### config.mk
export PLATFORM = sky130hd
export DESIGN_NAME = tx_cell_fault_inject
export DESIGN_NICKNAME = d
export VERILOG_FILES = /design/src/rtl/tcfi_pkg.sv /design/src/rtl/tcfi_pos_track.sv /design/src/rtl/tcfi_flip_gen.sv /design/src/rtl/tcfi_odd_par.sv /design/src/rtl/tx_cell_fault_inject.sv
export SDC_FILE = /design/constraint.sdc
export NUM_CORES = 1
export LEC_CHECK = 0
export ABC_AREA = 1
export BUFFER_PORTS_ARGS = -buffer_cell sky130_fd_sc_hd__buf_2
export CORE_MARGIN = 5
export CORE_UTILIZATION = 48
export CTS_BUF_LIST = sky130_fd_sc_hd__clkbuf_2 sky130_fd_sc_hd__clkbuf_4 sky130_fd_sc_hd__clkbuf_8
export DETAILED_ROUTE_END_ITERATION = 7
export GPL_ROUTABILITY_DRIVEN = 0
export GPL_TIMING_DRIVEN = 0
export PLACE_DENSITY = 0.77
export SYNTH_ARGS = -nofsm -noshare
export SYNTH_HDL_FRONTEND = slang
export SYNTH_SLANG_ARGS = --single-unit
### constraint.sdc
create_clock -name clk -period 1.3 [get_ports clk]
set_input_delay 0.26 -clock clk [delete_from_list [all_inputs] [get_ports clk]]
set_output_delay 0.26 -clock clk [all_outputs]
set_load 0.01 [all_outputs]
### src/rtl/tcfi_pkg.sv
package tcfi_pkg;
  // flip request for the byte currently on the input
  typedef struct packed {
    logic hec;
    logic pay;
  } tcfi_flip_t;
endpackage

### src/rtl/tcfi_pos_track.sv
module tcfi_pos_track #(
  parameter int CELL_BYTES = 53,
  parameter int HEC_IDX    = 5
) (
  input  logic clk,
  input  logic rst_n,
  input  logic byte_en,
  input  logic soc,
  output logic at_hec,
  output logic at_last
);
  localparam int POS_W = $clog2(CELL_BYTES + 1);
  localparam logic [POS_W-1:0] POS_ONE  = POS_W'(1);
  localparam logic [POS_W-1:0] POS_SAT  = POS_W'(CELL_BYTES);
  localparam logic [POS_W-1:0] POS_LM1  = POS_W'(CELL_BYTES - 1);
  localparam logic [POS_W-1:0] POS_HM1  = POS_W'(HEC_IDX - 1);

  logic [POS_W-1:0] pos_q, pos_d;

  always_comb begin
    pos_d = pos_q;
    if (byte_en) begin
      if (soc)
        pos_d = POS_ONE;
      else if (pos_q != POS_SAT)
        pos_d = pos_q + POS_ONE;
    end
  end

  // reset to saturated: no cell open until the first start-of-cell
  always_ff @(posedge clk or negedge rst_n) begin
    if (!rst_n)
      pos_q <= POS_SAT;
    else if (byte_en)
      pos_q <= pos_d;
  end

  generate
    if (HEC_IDX == 1) begin : g_hec_first
      assign at_hec = byte_en && soc;
    end else begin : g_hec_later
      assign at_hec = byte_en && !soc && (pos_q == POS_HM1);
    end
  endgenerate

  assign at_last = byte_en && !soc && (pos_q == POS_LM1);
endmodule

### src/rtl/tcfi_flip_gen.sv
module tcfi_flip_gen
  import tcfi_pkg::*;
#(
  parameter int DATA_W   = 8,
  parameter int FLIP_BIT = 0
) (
  input  logic              clk,
  input  logic              rst_n,
  input  logic              byte_en,
  input  logic              soc,
  input  logic              req_hec,
  input  logic              req_pay,
  input  logic              at_hec,
  input  logic              at_last,
  output logic [DATA_W-1:0] flip_mask
);
  tcfi_flip_t arm_q, arm_d, arm_eff;
  logic       hit;

  always_comb begin
    arm_d = arm_q;
    if (byte_en && soc) begin
      arm_d.hec = req_hec;
      arm_d.pay = req_pay;
    end
  end

  always_ff @(posedge clk or negedge rst_n) begin
    if (!rst_n)
      arm_q <= '0;
    else if (byte_en && soc)
      arm_q <= arm_d;
  end

  // the start-of-cell byte itself already uses the freshly captured request
  assign arm_eff = (byte_en && soc) ? arm_d : arm_q;
  assign hit     = (arm_eff.hec && at_hec) || (arm_eff.pay && at_last);

  always_comb begin
    flip_mask           = '0;
    flip_mask[FLIP_BIT] = hit;
  end
endmodule

### src/rtl/tcfi_odd_par.sv
module tcfi_odd_par #(
  parameter int DATA_W = 8
) (
  input  logic              byte_en,
  input  logic              chk_en,
  input  logic [DATA_W-1:0] data,
  input  logic              par,
  output logic              mismatch
);
  logic ones_odd;
  assign ones_odd = ^{data, par};
  assign mismatch = byte_en && chk_en && !ones_odd;
endmodule

### src/rtl/tx_cell_fault_inject.sv
module tx_cell_fault_inject
  import tcfi_pkg::*;
#(
  parameter int DATA_W     = 8,
  parameter int CELL_BYTES = 53,
  parameter int HEC_IDX    = 5,
  parameter int FLIP_BIT   = 0
) (
  input  logic              clk,
  input  logic              rst_n,
  input  logic              in_valid,
  input  logic              in_soc,
  input  logic [DATA_W-1:0] in_data,
  input  logic              in_par,
  input  logic              inj_hec,
  input  logic              inj_pay,
  input  logic              par_chk_en,
  input  logic              clav_hold,
  input  logic              fifo_clav,
  output logic              tx_clav,
  output logic              out_valid,
  output logic              out_soc,
  output logic [DATA_W-1:0] out_data,
  output logic              par_err
);
  logic              at_hec, at_last, par_bad;
  logic [DATA_W-1:0] flip_mask;
  logic [DATA_W-1:0] data_d;
  logic              valid_q, soc_q, perr_q;
  logic [DATA_W-1:0] data_q;

  tcfi_pos_track #(
    .CELL_BYTES(CELL_BYTES),
    .HEC_IDX   (HEC_IDX)
  ) u_pos (
    .clk    (clk),
    .rst_n  (rst_n),
    .byte_en(in_valid),
    .soc    (in_soc),
    .at_hec (at_hec),
    .at_last(at_last)
  );

  tcfi_flip_gen #(
    .DATA_W  (DATA_W),
    .FLIP_BIT(FLIP_BIT)
  ) u_flip (
    .clk      (clk),
    .rst_n    (rst_n),
    .byte_en  (in_valid),
    .soc      (in_soc),
    .req_hec  (inj_hec),
    .req_pay  (inj_pay),
    .at_hec   (at_hec),
    .at_last  (at_last),
    .flip_mask(flip_mask)
  );

  tcfi_odd_par #(
    .DATA_W(DATA_W)
  ) u_par (
    .byte_en (in_valid),
    .chk_en  (par_chk_en),
    .data    (in_data),
    .par     (in_par),
    .mismatch(par_bad)
  );

  assign data_d = in_data ^ flip_mask;

  always_ff @(posedge clk or negedge rst_n) begin
    if (!rst_n) begin
      valid_q <= 1'b0;
      soc_q   <= 1'b0;
      perr_q  <= 1'b0;
    end else begin
      valid_q <= in_valid;
      soc_q   <= in_valid && in_soc;
      perr_q  <= par_bad;
    end
  end

  always_ff @(posedge clk or negedge rst_n) begin
    if (!rst_n)
      data_q <= '0;
    else if (in_valid)
      data_q <= data_d;
  end

  assign out_valid = valid_q;
  assign out_soc   = soc_q;
  assign out_data  = data_q;
  assign par_err   = perr_q;
  assign tx_clav   = fifo_clav && !clav_hold;
endmodule

======== Word level (Yosys, flattened, before mapping) ========
Index checks and enable logic that the tools add are counted.
word-level totals
  flip-flop bits (word level) ............. 19
  input port bits ......................... 18
  output and inout port bits .............. 12
  word-level logic and storage cells ...... 31
operators by class
  add/sub/neg operators ................... 1
  eq/ne operators ......................... 3
  muxes and demuxes ....................... 3
  bitwise gates (word level) .............. 1
  reduce and logical (&&, ||, !) cells .... 16
operators by type and width
  operator               number
  $mux W6                2
  $logic_and A1 B1 Y1    9
  $reduce_xor A9 Y1      1
  $xor A8 B1 Y8          1
  $add A6 B1 Y6 const B  1
  $eq A6 B3 Y1 const B   1
  $eq A6 B6 Y1 const B   1
  $ne A6 B6 Y1 const B   1
  $logic_not A1 Y1       3
  $mux W2                1
  $reduce_and A2 Y1      1
  $reduce_bool A2 Y1     1
  $logic_or A1 B1 Y1     1

======== Longest topological paths before layout ========
Gate-level depths: netlist (run 1).
  depth in word-level cells ............... 6
  mapped depth ............................ 9
  gate-level depth less buffers ........... 9

======== Modules after synthesis ========
Synthesis (run 1) repeated with hierarchy kept, for this count alone.
unflattened totals
  cells, all modules ...................... 188
  area, all modules ....................... 1288.7 um2
modules (own cells, without submodules)
  module                times used  cells each  area an instance (um2)  sequential area each (um2)
  tx_cell_fault_inject  1           73          530.5                   275.3
  tcfi_pos_track        1           65          452.9                   155.1
  tcfi_flip_gen         1           25          176.4                   50.0
  tcfi_odd_par          1           25          128.9                   0.0

======== Least setup slack after synthesis (run 1) ========
Ideal clock, no wire load.
  kind .................................... register -> register
  start point ............................. register u_pos.pos_q[0]
  end point ............................... register data_q[0] (netlist: out_data[0])
  setup time .............................. 0.117 ns
  arrival ................................. 1.149 ns
  required time ........................... 1.183 ns
  slack ................................... 0.034 ns
  stages on the path, launching flop included .. 9
  buffers on the path ..................... 0
  clock period less this slack ............ 1.266 ns
  path through ............................ dfstp_2 > inv_1 > ha_1 > inv_1 > nor2_1 > nand3_1 > nand3_1 > nand3_1 > nand2_1
on the way
  longest elaborated chain between the ends .. 5
  elaborated cells on any way between the ends .. 8
  classes of those cells .................. 2 x eq/ne; 1 x bitwise; 5 x reduce/logical
RTL lines
  item                                                 line                                        text
  from (decl)                                          tcfi_pos_track.sv:18                        logic [POS_W-1:0] pos_q, pos_d;
  from (signal assigned)                               tcfi_pos_track.sv:35                        pos_q <= pos_d;
  $eq A6 B3 Y1 / $eq A6 B6 Y1 (equally long branches)  tcfi_pos_track.sv:42, tcfi_pos_track.sv:46
  $logic_and A1 B1 Y1 (on tied branches)               tcfi_pos_track.sv:42, tcfi_pos_track.sv:46
  $logic_and A1 B1 Y1                                  tcfi_flip_gen.sv:37                         assign hit = (arm_eff.hec && at_hec) || (arm_eff.pay && at_last);
  $logic_or A1 B1 Y1 (*)                               tcfi_flip_gen.sv:37
  $xor A8 B1 Y8 (*)                                    tx_cell_fault_inject.sv:69                  assign data_d = in_data ^ flip_mask;
  to (signal assigned)                                 tx_cell_fault_inject.sv:87                  data_q <= data_d;
  to (decl)                                            tx_cell_fault_inject.sv:30                  logic [DATA_W-1:0] data_q;
Mark *: on every way between the ends. The rest lies on a longest branch, timed or not.
A chain may end at the register's enable or synchronous reset.

======== Worst setup path after layout (run 1) ========
Same ends and word-level chain as after synthesis.

==> results of run 1 <==
[routing by layer]
layer	up-vias	global-route usage, %	wire length, um
li1	552	-	-
met4	0	6.291	40
met3	4	2.489	101
met1	503	18.45	1066
met5	-	0	0
met2	19	29.03	1463
[power by group]
part | internal, uW | leakage [uW] | switching (uW)
registers | 646 | 0.000228 | 30.3
clock network | 115 | 0.0000177 | 198
logic | 144 | 0.000553 | 204
[metrics by stage]
stage	setup slack [ns]	TNS, ns
2_1_floorplan	0.03364	0
3_3_place_gp	-0.03798	-0.05306
3_5_place_dp	-0.07045	-0.1768
4_1_cts	-0.01286	-0.01286
5_1_grt	-0.08764	-0.4320
6_report	-0.01993	-0.02978
[worst max-delay path, cell delays in order, from the launching register on]
cell	delay [ns]
dfstp_2	0.62
inv_2	0.08
ha_4	0.16
inv_2	0.06
nor2_4	0.04
nand3_2	0.07
nand3_1	0.07
nand3_1	0.08
nand2_1	0.05
[cells in the mapped netlist]
cell,count
nand2_1,66
dfstp_2,4
nand3_2,1
nand3_1,8
inv_1,21
clkinv_2,1
nand4_1,2
dfrtp_1,15
clkbuf_1,1
o21ai_0,8
xor2_1,1
o21ai_1,3
o31ai_1,2
xnor2_1,1
nor2_2,2
inv_2,1
nand2_2,4
ha_1,3
nor2_1,7
a21oi_1,1
[logic make-up after synthesis]
kind of cell | after synthesis
compound gates | 14
xor+xnor | 2
fa+ha+maj | 3
buf+inv | 24
flops | 19
simple gates | 90
[layout by cell type (no fill, tap or decap), types with 2 or more instances in the layout]
| cell type | n |
|---|---|
| nand3_1 | 4 |
| nor2_1 | 6 |
| inv_2 | 2 |
| dfstp_2 | 4 |
| nand2_1 | 62 |
| nor2_4 | 2 |
| inv_1 | 19 |
| nand4_1 | 2 |
| ha_4 | 2 |
| nand2_2 | 7 |
| clkbuf_4 | 3 |
| dfrtp_1 | 15 |
| buf_4 | 8 |
| nand3_2 | 4 |
| o21ai_1 | 3 |
| o21ai_0 | 7 |
| buf_2 | 29 |
| o31ai_1 | 2 |
| clkinv_2 | 2 |
[state kept, by name, summed over array words and instances (netlist names)]
name          flops
par_err           1
out_soc           1
u_pos.pos_q       6
out_data          8
u_flip.arm_q      2
out_valid         1
[final timing paths]
check                                           startpoint                    endpoint  slack (ns)  cells after the start
min in group asynchronous                            rst_n     out_data[4]$_DFFE_PN0P_        0.42                      2
max in group asynchronous                            rst_n  u_pos.pos_q[5]$_DFFE_PN1P_        0.55                      2
worst min register to register     out_data[0]$_DFFE_PN0P_     out_data[0]$_DFFE_PN0P_        0.49                      2
worst max register to register  u_pos.pos_q[0]$_DFFE_PN1P_     out_data[0]$_DFFE_PN0P_       -0.02                      8
worst min-delay path                              in_valid         out_valid$_DFF_PN0_        0.18                      1
worst max-delay path            u_pos.pos_q[0]$_DFFE_PN1P_     out_data[0]$_DFFE_PN0P_       -0.02                      8
[what timing repair did]
item                                   in CTS  in global routing
endpoints found under the hold margin      15                  0
gates resized for setup                     8                 15
hold buffers                                1                  0
pin swaps                                   6                 12
setup endpoints to repair                   6                  7
setup buffers                               5                  4
cloned                                      0                  0
[final cells by class]
type                       instances  area (um2)
buffer                             1       3.754
clock buffer                       3       22.52
clock inverter                     1       5.005
fill                             210       718.2
inverter                          23       90.09
multi-input combinational        109       588.1
sequential                        19       480.5
tap                               28       35.03
timing repair buffer              39       226.5
==> qor.yml, run 1 <==
outcome:
  status: "complete, but fails checks"
  violations: "setup timing"
cells_and_area:
  area_delta_synth_final_pct: 34.88
  fin_nets: 217
  final_layout_size_suffix_gt1_share_pct: 35.38
  design_area_mm2: 0.001451
  fin_cells: 223
  finish.utilization_pct: 66.90
  n_antenna_cell: 0
floorplan:
  fp.dieH_um: 57.35
  fp.dieW_um: 57.35
  initial_utilization_pct: 49.60
  rows: 17
  ios: 30
  core_mm2: 0.002170
  dieArea_mm2: 0.003288
clocking:
  clkTransAtPathRegs_ns: 0.12
  cts_tree: "done"
  insertion_delay_ns: 0.30
  cts.path.max_buffers: 2
  clock-sinks: 19
  cts_made_buffers: 3
  cts_root_buffer: "clkbuf_4"
  cts_htree_levels: 1
timing:
  tightest_slew_ns: 0.4401
  whs_ns: 0.1770
  clock_skew_ns: 0.002053
  max_freq_ghz: 0.7576
  max-slew-margin-rel_pct: 70.66
  period_minus_slack_ns: 1.320
  final.period_utilization_pct: 101.5
  finalSetupViolCount: 3
  drv_slew: 0
  hold_violations: 0
  setup_slack_ns: -0.01993
  rsz0062_at_grt: "yes"
setup_path:
  critPathRequiredTime_ns: 1.51
  end_kind: "flip-flop"
  crit_fanout: 4
  startpoint_type: "flip-flop"
  criticalPathCategory: "reg -> reg"
  critPathArrivalTime_ns: 1.53
global_route:
  grt_use_total_pct: 15.96
  grt_overflow: 0
  grt_pass1_wl_mm: 4.229
  grt_max_degree: 20
  grt_pass1_vias: 1024
  grt_antenna_before_repair: 0
synth:
  synth.top_cell.area_share_pct: 34.88
  synth_xor_area_share_pct: 1.628
  synthesis.nets: 173
  synth_top_family_by_area: "simple AND/OR/NAND/NOR gates"
  yosys_warnings: 0
  synth_area_leaders: "dfrtp_1, nand2_1, dfstp_2, inv_1, nand3_1"
  syn-cell-area_mm2: 0.001076
  yosysTopAreaCell: "dfrtp_1"
  synth-simple-area-share_pct: 34.77
  syn_avg_cell_area_um2: 7.079
  synth_compound_area_share_pct: 6.977
  synth-adder-area-share_pct: 3.488
  muxShareOfSynthArea_pct: 0
  synth_cell_types: 20
  syn_inst: 152
  synth_seq_cells: 19
  ys_seq_area_share_pct: 44.65
pwr:
  p_leak_uw: 0.0007988
  peakVddDrop_uv: 753.3
  p_per_area_mw_per_mm2: 921.2
  power_uw: 1337
place:
  dp.cells: 209
  io_buffers: 29
  placed_area_mm2: 0.001256
  dp_hpwl_mm: 1.794
min_path:
  holdCritPathClass: "in -> reg"
drt:
  vias_per_cell: 4.834
  drc: 0
  drt_iter0_drc: 17
  drt-total-wl_mm: 2.671
  vias: 1078
  detail_route.first_pass.iterations: 4
  antenna_left: 0
  wl_per_cell_um: 11.98
job:
  max_cap_violations: 0
(Power assumes the default switching activity.)
==> run 2: changes to the inputs <==
CORE_MARGIN = 4   (was 5)
==> run 2 against run 1 <==
Net effect:
- the flow still finishes with violations (setup timing)
- first-iteration DRC count shrank 35%
- sequential power is essentially flat
- combinational power decreased by 4%
- sequential cell count stayed put
- design area down 2.7%
- largest cell class unchanged
- clock power is 1% higher
==> qor.yml, run 2 (synthesized netlist as in run 1, its figures left out) <==
setup_path:
  cp_slowest_cell: "dfstp_2"
  r2r-start: "u_pos.pos_q[0]$_DFFE_PN1P_"
  critPathRequiredTime_ns: 1.51
  regToRegEndpoint: "u_pos.pos_q[4]$_DFFE_PN1P_"
  startpoint_type: "flip-flop"
  critPathArrivalTime_ns: 1.55
  r2r_slack_ns: -0.04
  crit_family: "flip-flops"
  critPathBufInv: 0
  slowest_delay_ns: 0.63
  path_cells: "ha_4, nand3_2, xor2_1, o31ai_2"
  criticalPathCategory: "reg -> reg"
  crit_fanout: 6
  end_kind: "flip-flop"
  r2r_cells: 4
clocking:
  cts_root_buffer: "clkbuf_4"
  clock-sinks: 19
  cts_made_buffers: 3
  insertion_delay_ns: 0.29
  cts_tree: "done"
  cts.path.max_buffers: 2
  clkTransAtPathRegs_ns: 0.11
  cts_htree_levels: 1
floorplan:
  core_mm2: 0.002042
  ios: 30
  dieArea_mm2: 0.003063
  fp.dieH_um: 55.35
  fp.dieW_um: 55.35
  rows: 16
  initial_utilization_pct: 52.70
timing:
  tightest_slew_ns: 0.4398
  setup_slack_ns: -0.04419
  final.period_utilization_pct: 103.4
  clock_skew_ns: 0.001974
  drv_slew: 0
  rsz0062_at_grt: "yes"
  hold_violations: 0
  max-slew-margin-rel_pct: 70.68
  period_minus_slack_ns: 1.344
  finalSetupTns_ns: -0.09737
  finalSetupViolCount: 5
  max_freq_ghz: 0.7439
global_route:
  grt_antenna_before_repair: 0
  grt_overflow: 0
  grt_max_degree: 20
  grt_pass1_vias: 1008
  grt_use_total_pct: 16.27
  grt_pass1_wl_mm: 4.215
min_path:
  worstHoldStart: "in_valid"
  holdCritPathClass: "in -> reg"
  min_to: "out_valid$_DFF_PN0_"
  min_path_cells: 1
pwr:
  peakVddDrop_uv: 703.9
  p_leak_uw: 0.0007828
  p_per_area_mw_per_mm2: 939.6
drt:
  drc: 0
  drt-total-wl_mm: 2.386
  detail_route.first_pass.iterations: 4
  wl_per_cell_um: 10.89
  drt_iter0_drc: 11
  vias: 1027
  vias_per_cell: 4.689
  antenna_left: 0
place:
  io_buffers: 29
  dp.cells: 208
  dp_hpwl_mm: 1.789
  post-place-ws_ns: -0.07668
  placed_area_mm2: 0.001255
cells_and_area:
  largest_register_ffs: 8
  finish.utilization_pct: 69.18
  final_layout_size_suffix_gt1_share_pct: 32.81
  seqCellArea_um2: 480.5
  fin_cells: 219
  layout_common_cells: "nand2_1, buf_2, inv_1"
  final_common_cell: "nand2_1"
  area_delta_synth_final_pct: 31.28
  n_antenna_cell: 0
  multi_input_area_um2: 574.3
  design_area_mm2: 0.001413
  fin_nets: 214
  num-fill-cells: 183
outcome:
  status: "complete, but fails checks"
  violations: "setup timing"
job:
  max_cap_violations: 0
==> run 2: per-stage QoR <==
step                total power [uW]  hold WS, ns
floorplan                      844.6     -0.03559
global placement               945.0       0.2220
detailed placement             957.0       0.2308
CTS                             1332       0.1875
global route                    1414       0.1932
finish                          1327       0.1995
==> run 2: layout make-up <==
class | count | area share, %
plain buffers | 1 | 0.2657
clock buffers | 4 | 2.126
inverters | 23 | 6.377
multi-input cells | 109 | 40.66
flip-flops and latches | 19 | 34.01
well taps | 27 | 2.392
repair buffers | 36 | 14.17
==> run 2: layer usage <==
metal,wire [um],track usage (%)
met1,1054,18.90
met2,1237,30.41
met3,94,3.030
met4,0,3.819
met5,0,0
==> run 2: repair_timing <==
action	CTS	global route
endpoints found under the hold margin	15	0
endpoints found under the setup margin	6	7
gates resized for setup	14	4
pin swaps	9	3
buffers inserted	5	1
hold buffers	1	0
==> run 2: report_power, final <==
group	internal (uW)	switching, uW	total [uW]	leakage (uW)
registers	646	29.8	676	0.000228
logic	138	196	334	0.000536
clock network	140	177	317	0.0000184
==> run 2: worst reg2reg max path: cells and delay by family (launching register included) <==
family / cells / cell delay [ns]
flops: 1 / 0.63
compound gates: 1 / 0.25
fa+ha+maj: 1 / 0.16
xor+xnor: 1 / 0.15
simple gates: 1 / 0.08
==> run 2: worst max-delay path by stage <==
stage / cells past startpoint / startpoint / to / slack (ns)
6_report: 4 / u_pos.pos_q[0]$_DFFE_PN1P_ / u_pos.pos_q[4]$_DFFE_PN1P_ / -0.04
5_1_grt: 4 / u_pos.pos_q[0]$_DFFE_PN1P_ / u_pos.pos_q[4]$_DFFE_PN1P_ / -0.1
4_1_cts: 4 / u_pos.pos_q[0]$_DFFE_PN1P_ / u_pos.pos_q[4]$_DFFE_PN1P_ / -0.03
3_5_place_dp: 8 / u_pos.pos_q[0]$_DFFE_PN1P_ / out_data[0]$_DFFE_PN0P_ / -0.08
3_3_place_gp: 8 / u_pos.pos_q[0]$_DFFE_PN1P_ / out_data[0]$_DFFE_PN0P_ / -0.04
2_1_floorplan: 8 / u_pos.pos_q[0]$_DFFE_PN1P_ / out_data[0]$_DFFE_PN0P_ / 0.03
==> run 3: changes to the inputs <==
GPL_TIMING_DRIVEN = 1   (was 0)
==> run 3 against run 2 <==
Net effect:
- the flow still finishes with violations (setup timing)
- sequential share of layout area decreased by 0.39 points
- final cell count rose by 1.4%
- combinational power is 4% higher
- critical path type unchanged
- via count grew 1.1%
- design area is 1.2% higher
- total power down 0.44%
- clock-buffer cell count fell by 1
- critical endpoint is now out_data[0]$_DFFE_PN0P_
- core utilization increased by 0.80 points
- global-route usage shrank 0.44 points
- largest power group unchanged
- sequential cell count unchanged
- worst hold slack got worse by 0.016 ns
- largest cell class unchanged
- worst setup slack improved by 0.032 ns
==> qor.yml, run 3 (synthesized netlist as in run 1, its figures left out) <==
cells_and_area:
  final_layout_size_suffix_gt1_share_pct: 35.38
  finish.utilization_pct: 69.98
  final_common_cell: "nand2_1"
  area_delta_synth_final_pct: 32.79
  design_area_mm2: 0.001429
  n_antenna_cell: 0
  largest_register_ffs: 8
  fin_cells: 222
  fin_nets: 217
  layout_common_cells: "nand2_1, buf_2, inv_1"
pwr:
  pwr-share-clk_pct: 22.5
  p_sw_uw: 410.0
  p_leak_uw: 0.0008006
  combPwrFrac_pct: 26.4
  p_per_area_mw_per_mm2: 924.7
  internal_power_uw: 911.3
  seq_power_share_pct: 51.0
  peakVddDrop_uv: 700.0
  swShare_pct: 31.03
timing:
  final.period_utilization_pct: 101.0
  period_minus_slack_ns: 1.313
  hold_violations: 0
  clock_skew_ns: 0.008402
  finalSetupViolCount: 2
  max_freq_ghz: 0.7619
  whs_ns: 0.1835
  max-slew-margin-rel_pct: 71.99
  tightest_slew_ns: 0.4202
  finalSetupTns_ns: -0.01835
  setup_slack_ns: -0.01256
  drv_slew: 0
  rsz0062_at_grt: "yes"
drt:
  antenna_left: 0
  vias_per_cell: 4.676
  drt-total-wl_mm: 2.464
  vias: 1038
  detail_route.first_pass.iterations: 4
  wl_per_cell_um: 11.10
  drt_iter0_drc: 6
  drc: 0
global_route:
  grt_pass1_vias: 956
  grt_pass1_wl_mm: 3.974
  met1_usage_pct: 17.88
  grt_overflow: 0
  grt_use_total_pct: 15.83
  met3_usage_pct: 3.263
  busiest_layer: "met2"
  grtUsageMet2_pct: 28.72
  grt_max_degree: 20
  grt_antenna_before_repair: 0
setup_path:
  startpoint_type: "flip-flop"
  regToRegEndpoint: "out_data[0]$_DFFE_PN0P_"
  r2r-start: "u_pos.pos_q[0]$_DFFE_PN1P_"
  cp_common_cell: "nand2_1"
  crit_fanout: 4
  r2r_cells: 9
  crit_start: "u_pos.pos_q[0]$_DFFE_PN1P_"
  critPathRequiredTime_ns: 1.55
  critPathBufInv: 2
  crit_family: "flip-flops"
  path_cells: "inv_2, ha_4, inv_2, nor2_4, nand3_2, nand2_1, nand2_1, nand3_1, nand2_1"
  slowest_delay_ns: 0.59
  path_depth: 9
  cp_slowest_cell: "dfstp_2"
  critPathArrivalTime_ns: 1.56
  r2r_slack_ns: -0.01
  end_kind: "flip-flop"
  crit_path_end: "out_data[0]$_DFFE_PN0P_"
  criticalPathCategory: "reg -> reg"
place:
  dp.cells: 212
  placed_area_mm2: 0.001289
  dp_hpwl_mm: 1.804
  io_buffers: 29
clocking:
  cts_tree: "done"
  insertion_delay_ns: 0.30
  cts_root_buffer: "clkbuf_4"
  clock-sinks: 19
  clkTransAtPathRegs_ns: 0.11
  cts_made_buffers: 3
  cts.path.max_buffers: 2
  cts_htree_levels: 1
outcome:
  violations: "setup timing"
  status: "complete, but fails checks"
floorplan:
  fp.dieW_um: 55.35
  rows: 16
  initial_utilization_pct: 52.70
  dieArea_mm2: 0.003063
  ios: 30
  core_mm2: 0.002042
  fp.dieH_um: 55.35
job:
  max_cap_violations: 0
min_path:
  holdCritPathClass: "in -> reg"
[run 3: cell types whose count changed in the layout (fill, tap and decap cells not counted), sizes merged]
cell / change
clkbuf: -2
clkinv: +1
buf: +4
[run 3: per-stage QoR]
stage | setup WS (ns) | power [uW]
2_1_floorplan | 0.03364 | 844.6
3_3_place_gp | 0.02240 | 966.4
3_5_place_dp | -0.01918 | 978.2
4_1_cts | -0.009877 | 1284
5_1_grt | -0.1377 | 1410
6_report | -0.01256 | 1321
[run 3: layer usage]
layer / routed length [um] / up-vias / share of wire (%)
met1: 1043 / 460 / 42
li1: - / 552 / -
met3: 116 / 4 / 4.7
met2: 1265 / 22 / 51
met5: 0 / - / 0
met4: 39 / 0 / 1.6
[run 3: how the worst min path moves through the flow]
stage              from                          to  slack [ns]  cells past startpoint
2_1_floorplan     rst_n     out_data[0]$_DFFE_PN0P_       -0.04                      0
3_3_place_gp      rst_n  u_pos.pos_q[3]$_DFFE_PN0P_        0.22                      1
3_5_place_dp      rst_n  u_pos.pos_q[3]$_DFFE_PN0P_        0.22                      1
4_1_cts        in_valid         out_valid$_DFF_PN0_        0.17                      1
5_1_grt        in_valid         out_valid$_DFF_PN0_        0.18                      1
6_report        inj_hec   u_flip.arm_q[1]$_DFF_PN0_        0.18                      3
[run 3: power groups by stage]
stage / sequential, uW / combinational [uW] / clock (uW)
3_5_place_dp: 683 / 296 / 0
6_report: 675 / 349 / 298
4_1_cts: 673 / 299 / 313
5_1_grt: 681 / 395 / 333
2_1_floorplan: 699 / 146 / 0
3_3_place_gp: 682 / 284 / 0
[run 3: worst reg2reg max path: stages (launching register included)]
cell     delay, ns
dfstp_2       0.59
inv_2         0.06
ha_4          0.15
inv_2         0.07
nor2_4        0.05
nand3_2       0.08
nand2_1       0.06
nand2_1       0.07
nand3_1       0.08
nand2_1       0.07
[run 3: timing repair]
| item | 4_1_cts | 5_1_grt |
|---|---|---|
| setup endpoints to repair | 4 | 7 |
| gates resized for setup | 2 | 19 |
| endpoints found under the hold margin | 15 | 0 |
| buffers inserted | 1 | 4 |
| pin swaps | 2 | 4 |
| hold buffers | 1 | 0 |
[run 3: final cells by class]
cell class                 instances  area (um2)
sequential                        19       480.5
timing repair buffer              40       230.2
multi-input combinational        109       566.8
inverter                          23       90.09
clock inverter                     1       5.005
tap                               27       33.78
fill                             186       613.1
clock buffer                       3       22.52
